`src/rtl/cms_pkg.sv`:
```
package cms_pkg;
   typedef enum logic [1:0] {
      ST_PDOWN  = 2'd0,
      ST_DETECT = 2'd1,
      ST_RUN    = 2'd2
   } seq_state_e;
endpackage

```
`src/rtl/cms_sync.sv`:
```
module cms_sync #(
   parameter int STAGES = 2
) (
   input  logic clk,
   input  logic rst_n,
   input  logic d,
   output logic q
);
   logic [STAGES-1:0] chain_q;

   always_ff @(posedge clk or negedge rst_n) begin
      if (!rst_n) chain_q <= '0;
      else        chain_q <= {chain_q[STAGES-2:0], d};
   end

   assign q = chain_q[STAGES-1];
endmodule

```
`src/rtl/cms_timer.sv`:
```
module cms_timer #(
   parameter int LIMIT = 2
) (
   input  logic clk,
   input  logic rst_n,
   input  logic run_en,
   output logic expire
);
   localparam int CW = (LIMIT > 1) ? $clog2(LIMIT) : 1;
   logic [CW-1:0] cnt_q;

   assign expire = run_en && (cnt_q == CW'(LIMIT - 1));

   always_ff @(posedge clk or negedge rst_n) begin
      if (!rst_n)                cnt_q <= '0;
      else if (!run_en || expire) cnt_q <= '0;
      else                       cnt_q <= cnt_q + 1'b1;
   end
endmodule

```
`src/rtl/cms_fsm.sv`:
```
module cms_fsm
   import cms_pkg::*;
(
   input  logic       clk,
   input  logic       rst_n,
   input  logic       pwr_on,
   input  logic       clk_ok,
   input  logic       lock_ok,
   input  logic       rate_ok,
   input  logic       expire,
   output seq_state_e st_q,
   output logic       init_q
);
   seq_state_e st_d;
   logic       all_ok;
   logic       init_d;

   assign all_ok = clk_ok && lock_ok && rate_ok;

   always_comb begin
      st_d = st_q;
      if (!pwr_on) begin
         st_d = ST_PDOWN;
      end else begin
         unique case (st_q)
            ST_PDOWN:  st_d = ST_DETECT;
            ST_DETECT: if (all_ok) st_d = ST_RUN;
            ST_RUN:    if (!all_ok) st_d = ST_DETECT;
            default:   st_d = ST_PDOWN;
         endcase
      end
   end

   assign init_d = ((st_d == ST_PDOWN) && (st_q != ST_PDOWN)) ||
                   (pwr_on && (st_q == ST_DETECT) && !all_ok && expire);

   always_ff @(posedge clk or negedge rst_n) begin
      if (!rst_n) begin
         st_q   <= ST_PDOWN;
         init_q <= 1'b0;
      end else begin
         st_q   <= st_d;
         init_q <= init_d;
      end
   end
endmodule

```
`src/rtl/cms_gate.sv`:
```
module cms_gate
   import cms_pkg::*;
#(
   parameter int W = 24
) (
   input  logic         clk,
   input  logic         rst_n,
   input  seq_state_e   st,
   input  logic         stb,
   input  logic [W-1:0] din,
   output logic [W-1:0] dout,
   output logic         dstb
);
   always_ff @(posedge clk or negedge rst_n) begin
      if (!rst_n) begin
         dout <= '0;
         dstb <= 1'b0;
      end else begin
         dstb <= stb;
         if (st == ST_PDOWN) dout <= '0;
         else if (stb)       dout <= (st == ST_RUN) ? din : '0;
      end
   end
endmodule

```
`src/rtl/cnv_mute_seq.sv`:
```
module cnv_mute_seq
   import cms_pkg::*;
#(
   parameter int SMP_W       = 24,
   parameter int SYNC_STAGES = 2,
   parameter int TIMEOUT_CYC = 5_000_000
) (
   input  logic             clk,
   input  logic             rst_n,
   input  logic             pwr_dn_n,
   input  logic             clk_present,
   input  logic             pll_lock,
   input  logic             rate_found,
   input  logic             smp_stb,
   input  logic [SMP_W-1:0] smp_in,
   output logic [SMP_W-1:0] smp_out,
   output logic             smp_out_stb,
   output logic             unlock,
   output logic             filt_init
);
   if (SMP_W < 1) begin : g_bad_width
      $error("cnv_mute_seq: SMP_W must be at least 1");
   end
   if (SYNC_STAGES < 2) begin : g_bad_sync
      $error("cnv_mute_seq: SYNC_STAGES must be at least 2");
   end
   if (TIMEOUT_CYC < 2) begin : g_bad_timeout
      $error("cnv_mute_seq: TIMEOUT_CYC must be at least 2");
   end

   logic       pwr_on_s;
   logic       expire;
   seq_state_e st_q;

   cms_sync #(.STAGES(SYNC_STAGES)) i_sync (
      .clk   (clk),
      .rst_n (rst_n),
      .d     (pwr_dn_n),
      .q     (pwr_on_s)
   );

   cms_timer #(.LIMIT(TIMEOUT_CYC)) i_timer (
      .clk    (clk),
      .rst_n  (rst_n),
      .run_en (st_q == ST_DETECT),
      .expire (expire)
   );

   cms_fsm i_fsm (
      .clk     (clk),
      .rst_n   (rst_n),
      .pwr_on  (pwr_on_s),
      .clk_ok  (clk_present),
      .lock_ok (pll_lock),
      .rate_ok (rate_found),
      .expire  (expire),
      .st_q    (st_q),
      .init_q  (filt_init)
   );

   cms_gate #(.W(SMP_W)) i_gate (
      .clk   (clk),
      .rst_n (rst_n),
      .st    (st_q),
      .stb   (smp_stb),
      .din   (smp_in),
      .dout  (smp_out),
      .dstb  (smp_out_stb)
   );

   assign unlock = (st_q != ST_RUN);
endmodule

```
`config.mk`:
```
export PLATFORM = sky130hd
export DESIGN_NAME = cnv_mute_seq
export DESIGN_NICKNAME = d
export VERILOG_FILES = /design/src/rtl/cms_pkg.sv /design/src/rtl/cms_sync.sv /design/src/rtl/cms_timer.sv /design/src/rtl/cms_fsm.sv /design/src/rtl/cms_gate.sv /design/src/rtl/cnv_mute_seq.sv
export SDC_FILE = /design/constraint.sdc
export NUM_CORES = 1
export LEC_CHECK = 0
export BUFFER_PORTS_ARGS = -buffer_cell sky130_fd_sc_hd__buf_2
export CORE_MARGIN = 10
export CORE_UTILIZATION = 45
export CTS_BUF_LIST = sky130_fd_sc_hd__clkbuf_4
export DETAILED_ROUTE_END_ITERATION = 8
export GPL_TIMING_DRIVEN = 0
export PLACE_DENSITY = 0.69
export SETUP_SLACK_MARGIN = 0.15
export SLEW_MARGIN = 20
export SYNTH_ARGS = -nofsm -noshare
export SYNTH_HDL_FRONTEND = slang
export SYNTH_SLANG_ARGS = --single-unit
export TNS_END_PERCENT = 5
```
`constraint.sdc`:
```
create_clock -name clk -period 3.6 [get_ports clk]
set_input_delay 0.54 -clock clk [delete_from_list [all_inputs] [get_ports clk]]
set_output_delay 0.54 -clock clk [all_outputs]
set_load 0.005 [all_outputs]
```
==> metrics.md <==
| Metric | Value |
|---|---|
| Layout Nets | `292` |
| Startpoint type of the worst setup path | `flop` |
| Io pins | `58` |
| Number of setup buffers added after CTS | `0` |
| Area Growth Syn to Fin | `19.8%` |
| R2R Path End | `i_timer.cnt_q[9]` |
| Site row count | `25` |
| Worst R2R Path Depth | `6` |
| Post-Syn Instances | `196` |
| DRT iter0 DRCs | `53` |
| Vias in the first global route | `1,785` |
| Status | `completed` |
| P_sw | `234 uW` |
| Share of post-route cells with drive strength above 1 | `28.7%` |
| CTS clk-pin slew, worst paths | `0.14 ns` |
| Most common cell after layout, fill and taps aside | `buf_2` |
| Yosys cell types | `39` |
| Fin. Hold Viols | `0` |
| DIE WIDTH | `91.5 um` |
| Setup Crit Path Kind | `flop to flop` |
| Global Route Usage Sum | `12.6%` |
| Synthesized area | `2300 um2` |
| DP Area | `2670 um2` |
| I/O Buffers | `57` |
| Core ar. | `4850 um2` |
| Clock share of power | `34.0%` |
| H-tree lvl count | `2` |
| Largest net degree at the start of global routing | `54` |
| Req. time, crit path | `3.88 ns` |
| CTS tree | `yes` |
| Minimum clock period | `2.08 ns` |
| Sequential area share after synthesis | `57.6%` |
| Total power | `1.01 mW` |
| Worst path cell trace | `ha_1 -> clkbuf_1 -> nand3_4 -> o21bai_2 -> buf_2 -> nor2_1` |
| Drt drc | `0` |
| Initial antenna violation count | `0` |
| Final ANT Viol Nets | `0` |
| Placer Congestion | `0.768` |
| Starting Density | `47.5%` |
| Slowest Stage Delay on Critical Path | `0.49 ns` |
| R2r setup slk | `1.52 ns` |
| Reg2reg start | `i_timer.cnt_q[0]` |
| Max Clock Freq | `0.481 GHz` |
| Root Driver | `clkbuf_4` |
| Top delay family on crit path | `buffers and inverters` |
| Final Skew | `0.0116 ns` |
| Seq pwr share | `60.3%` |
| Slew headroom | `56.2%` |
| Yosys warning total | `0` |
| Finished Cell Area | `2760 um2` |
| HPWL Detailed | `3860 um` |
| Worst Tran Pin Value | `0.657 ns` |
| Crit-path slowest cell | `dfrtp_1` |
| Maxcap violations | `0` |
| Buf/Inv on CP | `2` |
| Syn_area_per_cell | `11.7 um2` |
| Die area | `8370 um2` |
| Diodes inserted | `0` |
| LEAKAGE | `1.33 nW` |
| Total number of vias | `1,778` |
| Total CTS buffers | `5` |
| Post-CTS sizing | `0` |
| GRT Residual Overflow | `0` |
| Hold crit path type | `input pin to asynchronous set/reset pin` |
| Peak supply drop | `0.148 mV` |
| Combinational fraction of design power | `5.7%` |
| First-pass GRT wire length | `8760 um` |
| Critical path arrival | `2.36 ns` |
| Worst Path Max Fanout | `10` |
| # hold bufs at CTS | `0` |
| Chip Height | `91.5 um` |
| Setup TNS | `0 ns` |
| CTS sink cnt | `53` |
| Final period util | `57.7%` |
| Mapped Nets | `228` |
| Worst-case hold slack | `0.162 ns` |
| RSZ-0062 raised after global routing | `false` |
| Final WL | `5250 um` |
| DR pass1 iterations | `6` |
| Sw frac | `23.1%` |
| DR WL/cell | `16.0 um` |
| Max Slew Vio Count | `0` |
| Most frequent cells in the layout | `buf_2 (58), dfrtp_1 (53), nor2_1 (27)` |
| Power per standard cell area | `368 nW/um2` |
| Synthesized flop and latch total | `53` |
| Int Power | `780 uW` |
| Final setup fails | `0` |
| Longest Clk Path Bufs | `2` |
| Skew-Pair Late Insertion Delay | `0.38 ns` |
| Crit. End Element | `flop` |
| Post-DR vias/cell | `5.42` |
-- logic make-up (layout without fill, tap and decap cells) --
kind of cell / Yosys count / in the layout / share of synthesized area [%]
flops: 53 / 53 / 57.6
simple gates: 74 / 74 / 19.0
xor+xnor: 15 / 15 / 5.71
compound gates: 40 / 40 / 14.5
buf+inv: 12 / 77 / 2.12
fa+ha+maj: 2 / 2 / 0.979
-- state kept, by name (all words and copies together) (netlist names) --
signal / cells
i_gate.dout: 24
i_sync.chain_q: 2
i_gate.dstb: 1
i_fsm.st_q: 2
i_fsm.init_q: 1
i_timer.cnt_q: 23
-- through the flow --
step	cells	setup WS [ns]	util, %
after floorplan	196	1.93	-
after global placement	320	1.54	55.1
after detailed placement	320	1.52	55.1
after CTS	328	1.49	56.9
after global routing	328	1.37	56.9
final	328	1.52	56.9
-- routing by layer --
layer / share of wire [%] / wire [um] / track usage, %
met5: 0 / 0 / 0
met2: 50 / 2610 / 20.2
met3: 4.5 / 235 / 3.46
met1: 44 / 2330 / 16.0
met4: 1.4 / 74 / 4.44
-- synthesized netlist by cell type --
| master | n | area (um2) |
|---|---|---|
| o21ai_0 | 1 | 5.00 |
| a21oi_1 | 4 | 20.0 |
| ha_1 | 1 | 12.5 |
| nor2b_1 | 2 | 12.5 |
| or4b_1 | 1 | 10.0 |
| o41ai_1 | 1 | 8.76 |
| nor3_1 | 3 | 15.0 |
| nor2_1 | 27 | 101 |
| clkbuf_1 | 5 | 18.8 |
| nand4_4 | 1 | 21.3 |
| xnor2_1 | 11 | 96.3 |
| a2111oi_2 | 1 | 15.0 |
| and4_4 | 1 | 11.3 |
| nand4_2 | 1 | 12.5 |
| maj3_1 | 1 | 10.0 |
| nand2_1 | 3 | 11.3 |
| inv_1 | 4 | 15.0 |
| xor2_1 | 4 | 35.0 |
| buf_2 | 2 | 10.0 |
| or2_1 | 1 | 6.26 |
| nor4b_1 | 2 | 17.5 |
| clkbuf_2 | 1 | 5.00 |
| nor4_4 | 1 | 21.3 |
| o31ai_1 | 2 | 15.0 |
| and4_1 | 1 | 8.76 |
| nand2b_1 | 2 | 12.5 |
| and3_1 | 3 | 18.8 |
| o21bai_2 | 1 | 11.3 |
| or4_1 | 2 | 15.0 |
| a41oi_1 | 2 | 17.5 |
| o311ai_0 | 1 | 8.76 |
| nand3_1 | 10 | 50.1 |
| dfrtp_1 | 53 | 1330 |
| a211oi_1 | 1 | 7.51 |
| o21a_1 | 2 | 15.0 |
| a22o_1 | 24 | 210 |
| nor4_1 | 6 | 37.5 |
| nand4_1 | 6 | 37.5 |
| nand3_4 | 1 | 17.5 |
-- power groups by stage --
stage	logic, mW	clock network [mW]	registers, mW
6_report	0.0575	0.345	0.612
5_1_grt	0.0662	0.378	0.613
4_1_cts	0.0594	0.352	0.611
3_5_place_dp	0.0591	0	0.623
3_3_place_gp	0.0576	0	0.623
2_1_floorplan	0.0212	0	0.621
-- final cells by class --
type | count | area [um2]
clock inverters | 2 | 38.8
well taps | 67 | 83.8
clock buffers | 6 | 45.0
repair buffers | 57 | 288
fillers | 427 | 2090
flip-flops and latches | 53 | 1330
plain buffers | 8 | 33.8
inverters | 4 | 15.0
multi-input cells | 131 | 926
-- worst max-delay path by stage --
stage,start,endpoint,slack [ns],cells past startpoint
final,i_timer.cnt_q[0],i_timer.cnt_q[9],1.52,6
after global routing,i_timer.cnt_q[0],i_timer.cnt_q[9],1.37,6
after CTS,i_timer.cnt_q[0],i_timer.cnt_q[9],1.49,6
after detailed placement,i_timer.cnt_q[0],i_timer.cnt_q[9],1.52,6
after global placement,i_timer.cnt_q[0],i_timer.cnt_q[9],1.54,6
after floorplan,i_timer.cnt_q[0],i_timer.cnt_q[10],1.93,6
(Power assumes the default switching activity.)
